===== config.mk =====
export PLATFORM = sky130hd
export DESIGN_NAME = pllm_regs
export DESIGN_NICKNAME = d
export VERILOG_FILES = /design/src/rtl/pllm_pkg.sv /design/src/rtl/pllm_ctrl_reg.sv /design/src/rtl/pllm_bw_reg.sv /design/src/rtl/pllm_rdmux.sv /design/src/rtl/pllm_regs.sv
export SDC_FILE = /design/constraint.sdc
export NUM_CORES = 1
export LEC_CHECK = 0
export CORE_UTILIZATION = 25
export CTS_CLUSTER_SIZE = 16
export DETAILED_ROUTE_END_ITERATION = 12
export HOLD_SLACK_MARGIN = 0.1
export PLACE_DENSITY = 0.63
export SYNTH_ARGS = -nofsm -noshare
export SYNTH_HDL_FRONTEND = slang
export SYNTH_SLANG_ARGS = --single-unit

===== constraint.sdc =====
create_clock -name clk -period 4.55 [get_ports clk]
set_clock_uncertainty 0.15 [all_clocks]
set_input_delay 1.1375 -clock clk [delete_from_list [all_inputs] [get_ports clk]]
set_output_delay 1.1375 -clock clk [all_outputs]
set_load 0.005 [all_outputs]

===== src/rtl/pllm_pkg.sv =====
package pllm_pkg;
  localparam int unsigned REG_W = 8;
  localparam int unsigned LOW_W = 4;
  // control register bit positions
  localparam int unsigned CTL_ON_BIT  = 5;
  localparam int unsigned CTL_SEL_BIT = 4;
  // bandwidth register bit positions
  localparam int unsigned BW_AUTO_BIT = 7;
  localparam int unsigned BW_LOCK_BIT = 6;
  localparam int unsigned BW_TRK_BIT  = 5;
  localparam int unsigned BW_AUX_BIT  = 4;

  typedef struct packed {
    logic loop_on;
    logic vco_sel;
  } ctl_state_t;

  typedef struct packed {
    logic auto_m;
    logic aux;
    logic trk_shadow;
  } bw_state_t;
endpackage


===== src/rtl/pllm_ctrl_reg.sv =====
module pllm_ctrl_reg
  import pllm_pkg::*;
(
  input  logic       clk,
  input  logic       rst,
  input  logic       wr,
  input  logic       on_req,
  input  logic       sel_req,
  output ctl_state_t state
);
  ctl_state_t q;
  logic on_nx;
  logic sel_nx;

  // loop-on cannot drop while the VCO clock is selected (judged pre-write)
  always_comb begin
    on_nx = q.loop_on;
    if (wr) begin
      if (on_req || !q.vco_sel) on_nx = on_req;
    end
  end

  // VCO select may rise only with the loop on before and after the write
  always_comb begin
    sel_nx = q.vco_sel;
    if (wr) begin
      if (!sel_req) sel_nx = 1'b0;
      else if (q.loop_on && on_nx) sel_nx = 1'b1;
    end
  end

  always_ff @(posedge clk) begin
    if (rst) begin
      q <= '0;
    end else begin
      q.loop_on <= on_nx;
      q.vco_sel <= sel_nx;
    end
  end

  assign state = q;
endmodule


===== src/rtl/pllm_bw_reg.sv =====
module pllm_bw_reg
  import pllm_pkg::*;
(
  input  logic      clk,
  input  logic      rst,
  input  logic      wr,
  input  logic      auto_req,
  input  logic      trk_req,
  input  logic      aux_req,
  input  logic      track_in,
  output bw_state_t state,
  output logic      track_ctl_o
);
  bw_state_t q;
  logic auto_nx;
  logic aux_nx;
  logic shadow_nx;
  logic trk_out_q;

  always_comb begin
    auto_nx   = wr ? auto_req : q.auto_m;
    aux_nx    = wr ? aux_req : q.aux;
    // writable only while manual before this write; else held as shadow
    shadow_nx = (wr && !q.auto_m) ? trk_req : q.trk_shadow;
  end

  always_ff @(posedge clk) begin
    if (rst) begin
      q         <= '0;
      trk_out_q <= 1'b0;
    end else begin
      q.auto_m     <= auto_nx;
      q.aux        <= aux_nx;
      q.trk_shadow <= shadow_nx;
      trk_out_q    <= auto_nx ? track_in : shadow_nx;
    end
  end

  assign state       = q;
  assign track_ctl_o = trk_out_q;
endmodule


===== src/rtl/pllm_rdmux.sv =====
module pllm_rdmux
  import pllm_pkg::*;
#(
  parameter int unsigned ADDR_W = 8,
  parameter logic [ADDR_W-1:0] CTL_ADDR = 8'h5C,
  parameter logic [ADDR_W-1:0] BW_ADDR  = 8'h5D
) (
  input  logic              clk,
  input  logic              rst,
  input  logic [ADDR_W-1:0] addr,
  input  ctl_state_t        ctl,
  input  bw_state_t         bw,
  input  logic              lock_in,
  input  logic              track_in,
  output logic [REG_W-1:0]  rd_data
);
  logic [REG_W-1:0] ctl_view;
  logic [REG_W-1:0] bw_view;
  logic [REG_W-1:0] sel_view;
  logic [REG_W-1:0] rd_q;

  // constant low nibbles: all ones in control, all zeros in bandwidth
  for (genvar b = 0; b < REG_W; b++) begin : g_bits
    if (b < LOW_W) begin : g_low
      assign ctl_view[b] = 1'b1;
      assign bw_view[b]  = 1'b0;
    end else if (b == CTL_ON_BIT) begin : g_on
      assign ctl_view[b] = ctl.loop_on;
      assign bw_view[b]  = bw.auto_m ? track_in : bw.trk_shadow;
    end else if (b == CTL_SEL_BIT) begin : g_sel
      assign ctl_view[b] = ctl.vco_sel;
      assign bw_view[b]  = bw.aux;
    end else if (b == BW_LOCK_BIT) begin : g_lock
      assign ctl_view[b] = 1'b0;
      assign bw_view[b]  = bw.auto_m & lock_in;
    end else begin : g_top
      assign ctl_view[b] = 1'b0;
      assign bw_view[b]  = bw.auto_m;
    end
  end

  always_comb begin
    if (addr == CTL_ADDR)     sel_view = ctl_view;
    else if (addr == BW_ADDR) sel_view = bw_view;
    else                      sel_view = '0;
  end

  always_ff @(posedge clk) begin
    if (rst) rd_q <= '0;
    else     rd_q <= sel_view;
  end

  assign rd_data = rd_q;
endmodule


===== src/rtl/pllm_regs.sv =====
module pllm_regs
  import pllm_pkg::*;
#(
  parameter int unsigned ADDR_W = 8,
  parameter logic [ADDR_W-1:0] BW_ADDR = 8'h5D
) (
  input  logic              clk,
  input  logic              rst,
  input  logic [ADDR_W-1:0] addr,
  input  logic              wr_en,
  input  logic [REG_W-1:0]  wr_data,
  output logic [REG_W-1:0]  rd_data,
  input  logic              lock_in,
  input  logic              track_in,
  output logic              loop_on_o,
  output logic              vco_sel_o,
  output logic              track_ctl_o
);
  localparam logic [ADDR_W-1:0] CTL_ADDR = BW_ADDR - 1'b1;

  ctl_state_t ctl_st;
  bw_state_t  bw_st;
  logic       ctl_wr;
  logic       bw_wr;
  logic       bw_auto;
  logic       unused_wbits;

  assign ctl_wr       = wr_en && (addr == CTL_ADDR);
  assign bw_wr        = wr_en && (addr == BW_ADDR);
  assign unused_wbits = ^{wr_data[LOW_W-1:0], wr_data[BW_LOCK_BIT]};

  pllm_ctrl_reg u_ctl (
    .clk     (clk),
    .rst     (rst),
    .wr      (ctl_wr),
    .on_req  (wr_data[CTL_ON_BIT]),
    .sel_req (wr_data[CTL_SEL_BIT]),
    .state   (ctl_st)
  );

  pllm_bw_reg u_bw (
    .clk         (clk),
    .rst         (rst),
    .wr          (bw_wr),
    .auto_req    (wr_data[BW_AUTO_BIT]),
    .trk_req     (wr_data[BW_TRK_BIT]),
    .aux_req     (wr_data[BW_AUX_BIT]),
    .track_in    (track_in),
    .state       (bw_st),
    .track_ctl_o (track_ctl_o)
  );

  pllm_rdmux #(
    .ADDR_W   (ADDR_W),
    .CTL_ADDR (CTL_ADDR),
    .BW_ADDR  (BW_ADDR)
  ) u_rd (
    .clk      (clk),
    .rst      (rst),
    .addr     (addr),
    .ctl      (ctl_st),
    .bw       (bw_st),
    .lock_in  (lock_in),
    .track_in (track_in),
    .rd_data  (rd_data)
  );

  assign loop_on_o = ctl_st.loop_on;
  assign vco_sel_o = ctl_st.vco_sel;
  assign bw_auto   = bw_st.auto_m;
endmodule


==> results of run 1 <==
[stage by stage]
step	cells	utilization	hold slack (ns)
finish	101	0.408	0.356
global route	101	0.408	0.382
CTS	101	0.408	0.363
detailed placement	97	0.394	0.349
global placement	97	0.394	0.325
floorplan	49	-	0.313
[Yosys cell counts (all sizes together)]
cell type	n	area, sq um
nor3	2	10.0
nand2b	4	25.0
or4	1	11.3
clkinv	1	3.75
buf	5	41.3
o22a	1	8.76
nor4	2	12.5
a211oi	1	7.51
o41ai	1	8.76
dfxtp	11	220
nand2	3	11.3
or3	1	6.26
nand4bb	1	27.5
nor2	5	18.8
mux2i	6	72.6
and2	1	6.26
a21oi	1	5.00
a31oi	1	6.26
nand4b	1	8.76
[logic make-up (layout without fill, tap and decap cells)]
| logic type | count (synthesis) | count (layout) | share of synthesized area |
|---|---|---|---|
| AND/OR/NAND/NOR | 21 | 21 | 0.269 |
| flip-flops | 11 | 11 | 0.430 |
| multiplexers | 6 | 6 | 0.142 |
| buffers and inverters | 6 | 31 | 0.0880 |
| AO/OA/AOI/OAI | 5 | 5 | 0.0709 |
[worst paths after layout]
| check | start | to | slack, ns | depth (start not counted) |
|---|---|---|---|---|
| setup / recovery | addr[0] | u_bw.track_ctl_o$_SDFF_PP0_ | 1.67 | 5 |
| hold / removal | u_bw.state[0]$_SDFF_PP0_ | u_bw.state[0]$_SDFF_PP0_ | 0.36 | 2 |
| setup reg to reg | u_bw.state[2]$_SDFF_PP0_ | u_bw.track_ctl_o$_SDFF_PP0_ | 3.23 | 3 |
| hold reg to reg | u_bw.state[0]$_SDFF_PP0_ | u_bw.state[0]$_SDFF_PP0_ | 0.36 | 2 |
[routing by layer]
layer	up-vias	global-route usage	wire [um]
met5	-	0	0
met4	0	0.0686	17
met3	4	0.0462	69
met2	18	0.173	515
met1	190	0.120	444
li1	225	-	-
[placed cells by master, fill, tap and decap left out, drive strengths merged]
cell           instances
mux2i                  6
clkdlybuf4s50         26
a211oi                 1
dfxtp                 11
nor4                   2
o41ai                  1
clkinv                 2
a31oi                  1
a21oi                  1
nor2                   5
nand2                  3
or4                    1
nand4bb                1
nand2b                 4
or3                    1
o22a                   1
nand4b                 1
and2                   1
clkbuf                 3
nor3                   2
[worst min-delay path, delay by kind of cell (launching register included)]
kind / cells / cell delay (ns)
muxes: 1 / 0.08
and+or+nand+nor: 1 / 0.06
DFF: 1 / 0.31
[power by group through the flow]
stage | clock [mW] | combinational (mW) | sequential [mW]
3_3_place_gp | 0 | 0.0209 | 0.0986
6_report | 0.0666 | 0.0211 | 0.0963
3_5_place_dp | 0 | 0.0212 | 0.0986
5_1_grt | 0.0723 | 0.0227 | 0.0963
4_1_cts | 0.0674 | 0.0212 | 0.0963
2_1_floorplan | 0 | 0.00592 | 0.0986
[registers in the layout, indices dropped and copies added (netlist names)]
register          count
u_bw.state            3
u_ctl.state           2
u_rd.rd_data          5
u_bw.track_ctl_o      1
[area by class of cell]
cell class | instances | share of cell area
clock buffers | 3 | 0.0284
multi-input cells | 32 | 0.311
clock inverters | 1 | 0.00632
repair buffers | 26 | 0.329
flip-flops and latches | 11 | 0.278
inverters | 1 | 0.00474
well taps | 27 | 0.0427
==> summary.txt, run 1 <==
Outcome
  – Run status: finished clean

Route
  – Wirelength per Cell: 10.4 um
  – Number of DRC violations after detailed routing: 0
  – Antenna Nets Post-Route: 0
  – Detailed router's first-iteration violation count: 3
  – Drt total wl: 1.05 mm
  – Post-DR vias/cell: 4.33
  – Number of vias in the routed layout: 437
  – Pre-antenna DRT Iters: 4

Clock tree
  – Total clock buffers created by CTS: 3
  – CTS root buf: clkbuf_4
  – Clock sink total: 11
  – Latest clock arrival within the worst-skew pair: 0.27 ns
  – Post CTS Setup Buffer Count: 0
  – Number of cells upsized or downsized after cts: 0
  – Clock tree from TritonCTS: built
  – Clock-pin slew on the worst setup and hold paths: 0.07 ns
  – Number of H-tree levels: 1
  – Cts-stage hold buffer count: 0
  – Deepest clock path buffer count: 2

Global route
  – Total overflow reported by the global router: 0
  – Initial antenna violation count: 0
  – GR Util All Layers: 0.109
  – Wire length of the first global-routing pass: 1.61 mm
  – Maximum number of pins on one net before global-route repair: 10
  – Vias in the first global route: 378

Pwr
  – Static leakage power: 0.272 nW
  – Power density cells: 232 nW/um^2
  – Fraction of power consumed by combinational cells: 0.115
  – Post-layout power: 0.184 mW
  – Part of the power in the clock network: 0.362
  – Net Sw Power: 0.0409 mW
  – Cell internal power dissipation: 0.143 mW
  – Fraction of power spent switching nets: 0.222
  – Share of total power in sequential cells: 0.523
  – VDD IR max: 0.113 mV

Layout
  – Layout cells sized above 1: 0.0946
  – Post-route cell area: 792 sq um
  – Diode insertion count for antenna repair: 0
  – Area used by sequential logic in the layout: 220 sq um
  – Nets@finish: 96
  – P&R area growth vs syn: 54.8%
  – Footprint of the multi-input gates: 246 sq um
  – Fill cell total of the finished layout: 207

Die
  – I/O pin total: 32
  – Y dimension of the die: 47.2 um
  – Cell row count: 16
  – Initial core utilization: 0.264
  – Placeable core region: 1940 sq um
  – Full die area: 2230 sq um
  – Horizontal die dimension: 47.2 um

Worst setup path
  – CP Data Required Time: 4.57 ns
  – Number of buffers and inverters on the critical path: 2
  – Crit path capture type: flop
  – Critical-path cell with the highest stage delay: clkdlybuf4s50_1
  – Crit Path Max Fanout: 9
  – Category of cells accounting for the largest share of critical-path delay: buffers and inverters
  – Type of the setup path with the least slack: in -> reg
  – Cell-by-cell listing of the critical path: clkdlybuf4s50_1 -> clkinv_1 -> or3_1 -> mux2i_4 -> o22a_1
  – Critical Path Max Stage Delay: 0.67 ns
  – Startpoint type of the worst setup path: primary input
  – Arrival time reported for the critical path endpoint: 2.89 ns

Synth
  – Syn. warnings: 0
  – Number of unique standard cell types used by synthesis: 21
  – Synthesized net count: 70
  – Portion of the post-synthesis area used by sequential elements: 0.430
  – Cell area after synthesis: 512 sq um
  – Mapped Avg Cell Area: 10.4 sq um
  – Number of cells produced by synthesis: 49
  – Register bit count reported by yosys: 11

Placement
  – Post-DP HPWL: 863 um
  – Port bufs: 26
  – Weighted congestion at the end of routability-driven global placement: 0.616
  – Instance area at placement: 764 sq um
  – Post-place setup slack: 1.39 ns

Timing
  – Final Cycle Share: 0.632
  – Max_slew headroom: 0.770
  – Endpoints failing hold: 0
  – Number of setup violations in the final report: 0
  – Crit path time final: 2.88 ns
  – Fmax: 0.348 GHz
  – Unrepaired setup endpoints after global routing: no
  – Total count of max-transition violations in the final report: 0
  – Smallest setup slack after layout: 1.67 ns
  – TNS Setup: 0 ns
  – Transition time of the tightest slew-check pin: 0.344 ns

Min path
  – Worst min-delay path class: reg -> reg

Job
  – Number of max-capacitance violations reported: 0
(Power assumes the default switching activity.)
==> run 2: changes to the inputs <==
==> constraint.sdc (replaced) <==
create_clock -name clk -period 2.95 [get_ports clk]
set_clock_uncertainty 0.15 [all_clocks]
set_input_delay 0.7375 -clock clk [delete_from_list [all_inputs] [get_ports clk]]
set_output_delay 0.7375 -clock clk [all_outputs]
set_load 0.005 [all_outputs]
==> run 2 against run 1 <==
Highest routed layer is now met3. Clock power grew 53%. Combinational power grew 58%. Largest cell class unchanged. Sequential share of layout area shrank 0.22 points. Final area grew 0.79%. Final cell count grew 0.99%. Via count shrank 1.4%. Clock-buffer cell count grew 1. Core utilization grew 0.32 points. Register-to-register slack lost 1.6 ns. Non-clock buffer count grew 1.
==> summary.txt, run 2 (synthesis results as in run 1) <==
Outcome
  – Run status: finished clean (unchanged)

Die
  – Y dimension of the die: 47.2 um (unchanged)
  – Cell row count: 16 (unchanged)
  – Full die area: 2230 sq um (unchanged)
  – Initial core utilization: 0.264 (unchanged)
  – I/O pin total: 32 (unchanged)
  – Horizontal die dimension: 47.2 um (unchanged)
  – Placeable core region: 1940 sq um (unchanged)

Timing
  – Number of setup violations in the final report: 0 (unchanged)
  – Final Cycle Share: 0.799
  – Total count of max-transition violations in the final report: 0 (unchanged)
  – Unrepaired setup endpoints after global routing: no (unchanged)
  – TNS Setup: 0 ns (unchanged)
  – Transition time of the tightest slew-check pin: 0.303 ns (was 0.344 ns)
  – Fmax: 0.424 GHz
  – Max_slew headroom: 0.796 (was 0.770)
  – Final hold slack: 0.351 ns (was 0.356 ns)
  – Crit path time final: 2.36 ns
  – Endpoints failing hold: 0 (unchanged)

Pwr
  – Static leakage power: 0.274 nW (was 0.272 nW)
  – Power density cells: 356 nW/um^2 (was 232 nW/um^2)
  – VDD IR max: 0.147 mV (was 0.113 mV)

Clock tree
  – Cts-stage hold buffer count: 0 (unchanged)
  – Clock-pin slew on the worst setup and hold paths: 0.07 ns (about the same)
  – Number of cells upsized or downsized after cts: 0 (unchanged)
  – Total clock buffers created by CTS: 3 (unchanged)
  – Clock tree from TritonCTS: built (unchanged)
  – Number of H-tree levels: 1 (unchanged)
  – Post CTS Setup Buffer Count: 0 (unchanged)
  – Clock sink total: 11 (unchanged)
  – Deepest clock path buffer count: 2 (unchanged)
  – CTS root buf: clkbuf_4 (unchanged)
  – Latest clock arrival within the worst-skew pair: 0.26 ns (was 0.27 ns)

Layout
  – P&R area growth vs syn: 56.0% (was 54.8%)
  – Commonest non-fill, non-tap cell in the layout: clkdlybuf4s50_1 (unchanged)
  – Max reg flops: 5 (unchanged)
  – Nets@finish: 97 (was 96)
  – Commonest cells after routing, fill and taps aside: 26 x clkdlybuf4s50_1, 11 x dfxtp_1, 5 x nor2_1, 5 x mux2i_1, 4 x nand2b_1 (unchanged)
  – Diode insertion count for antenna repair: 0 (unchanged)
  – Layout cells sized above 1: 0.0933 (was 0.0946)

Global route
  – Met2 Track Usage GR: 0.184 (was 0.173)
  – GR Util All Layers: 0.111 (was 0.109)
  – Global routing's busiest layer: met2 (unchanged)
  – Met1 layer usage reported by global route: 0.124 (was 0.120)
  – Initial antenna violation count: 0 (unchanged)
  – Maximum number of pins on one net before global-route repair: 9 (was 10)
  – Wire length of the first global-routing pass: 1.68 mm (was 1.61 mm)
  – Fraction of met3 tracks used by global routing: 0.0346 (was 0.0462)
  – Total overflow reported by the global router: 0 (unchanged)
  – Vias in the first global route: 395 (was 378)

Worst setup path
  – Crit Path Max Fanout: 5 (was 9)
  – Startpoint of the worst register-to-register path: u_bw.state[2]$_SDFF_PP0_ (unchanged)
  – Arrival time reported for the critical path endpoint: 2.37 ns (was 2.89 ns)
  – Terminus of the critical flop-to-flop path: u_bw.track_ctl_o$_SDFF_PP0_ (unchanged)
  – Crit path capture type: flop (unchanged)
  – Type of the setup path with the least slack: in -> reg (unchanged)
  – CP Data Required Time: 2.96 ns (was 4.57 ns)
  – Depth of the most critical reg-to-reg path: 3 (unchanged)
  – Slack of the worst reg-to-reg path: 1.61 ns (was 3.23 ns)
  – Startpoint type of the worst setup path: primary input (unchanged)

Route
  – Detailed router's first-iteration violation count: 3 (unchanged)
  – Number of DRC violations after detailed routing: 0 (unchanged)
  – Wirelength per Cell: 9.98 um (was 10.4 um)
  – Pre-antenna DRT Iters: 2 (was 4)
  – Post-DR vias/cell: 4.23 (was 4.33)
  – Number of vias in the routed layout: 431 (was 437)
  – Antenna Nets Post-Route: 0 (unchanged)
  – Drt total wl: 1.02 mm (was 1.05 mm)

Placement
  – Weighted congestion at the end of routability-driven global placement: 0.665 (was 0.616)
  – Post-DP HPWL: 830 um (was 863 um)
  – Port bufs: 26 (unchanged)

Job
  – Number of max-capacitance violations reported: 0 (unchanged)

Min path
  – Hold path depth: 2 (unchanged)
  – Worst min-delay path startpoint: u_bw.state[1]$_SDFFE_PP0N_ (was u_bw.state[0]$_SDFF_PP0_)
  – Hold path endpoint: u_rd.rd_data[4]$_SDFF_PP0_ (was u_bw.state[0]$_SDFF_PP0_)
  – Worst min-delay path class: reg -> reg (unchanged)
-- run 2: changes by cell type in the layout (fill, tap and decap cells not counted), sizes merged --
cell	before	now
clkinv	2	1
buf	0	1
clkbuf	3	4
-- run 2: layer usage --
metal / vias to the layer above / wire length (um)
li1: 226 / -
met3: 0 / 51
met5: - / 0
met1: 190 / 435
met2: 15 / 532
met4: 0 / 0
-- run 2: metrics by stage --
| step | instance area (sq um) | setup WS (ns) | std cells | util | total power [mW] |
|---|---|---|---|---|---|
| floorplan | 512 | 0.842 | 49 | - | 0.161 |
| global placement | 772 | 0.313 | 98 | 0.398 | 0.185 |
| detailed placement | 772 | 0.303 | 98 | 0.398 | 0.186 |
| CTS | 798 | 0.587 | 102 | 0.411 | 0.288 |
| global route | 798 | 0.502 | 102 | 0.411 | 0.295 |
| finish | 798 | 0.594 | 102 | 0.411 | 0.284 |
-- run 2: area by class of cell --
class	count	area [sq um]
Clock buffer	4	26.3
Timing Repair Buffer	27	268
Inverter	1	3.75
Multi-Input combinational cell	32	246
Tap cell	27	33.8
Fill cell	211	1140
Sequential cell	11	220
-- run 2: critical path: stages --
cell             delay [ns]
clkdlybuf4s50_1        0.48
nand4b_1               0.22
or3_1                  0.49
mux2i_4                0.23
o22a_1                 0.21
-- run 2: power by group --
group          total, mW  internal (mW)  switching, mW  leakage, nW
logic             0.0334         0.0230         0.0104        0.170
registers          0.149          0.148      0.0000907       0.0886
clock network      0.102         0.0523         0.0499       0.0150
total              0.284          0.224         0.0604        0.274
-- run 2: how the worst max path moves through the flow --
stage | to | from | slack [ns] | depth (start not counted)
6_report | u_bw.track_ctl_o$_SDFF_PP0_ | addr[2] | 0.59 | 5
2_1_floorplan | u_bw.track_ctl_o$_SDFF_PP0_ | addr[7] | 0.84 | 5
3_5_place_dp | u_bw.track_ctl_o$_SDFF_PP0_ | addr[2] | 0.30 | 5
3_3_place_gp | u_bw.track_ctl_o$_SDFF_PP0_ | addr[1] | 0.31 | 5
5_1_grt | u_bw.track_ctl_o$_SDFF_PP0_ | addr[3] | 0.50 | 5
4_1_cts | u_bw.track_ctl_o$_SDFF_PP0_ | addr[2] | 0.59 | 5
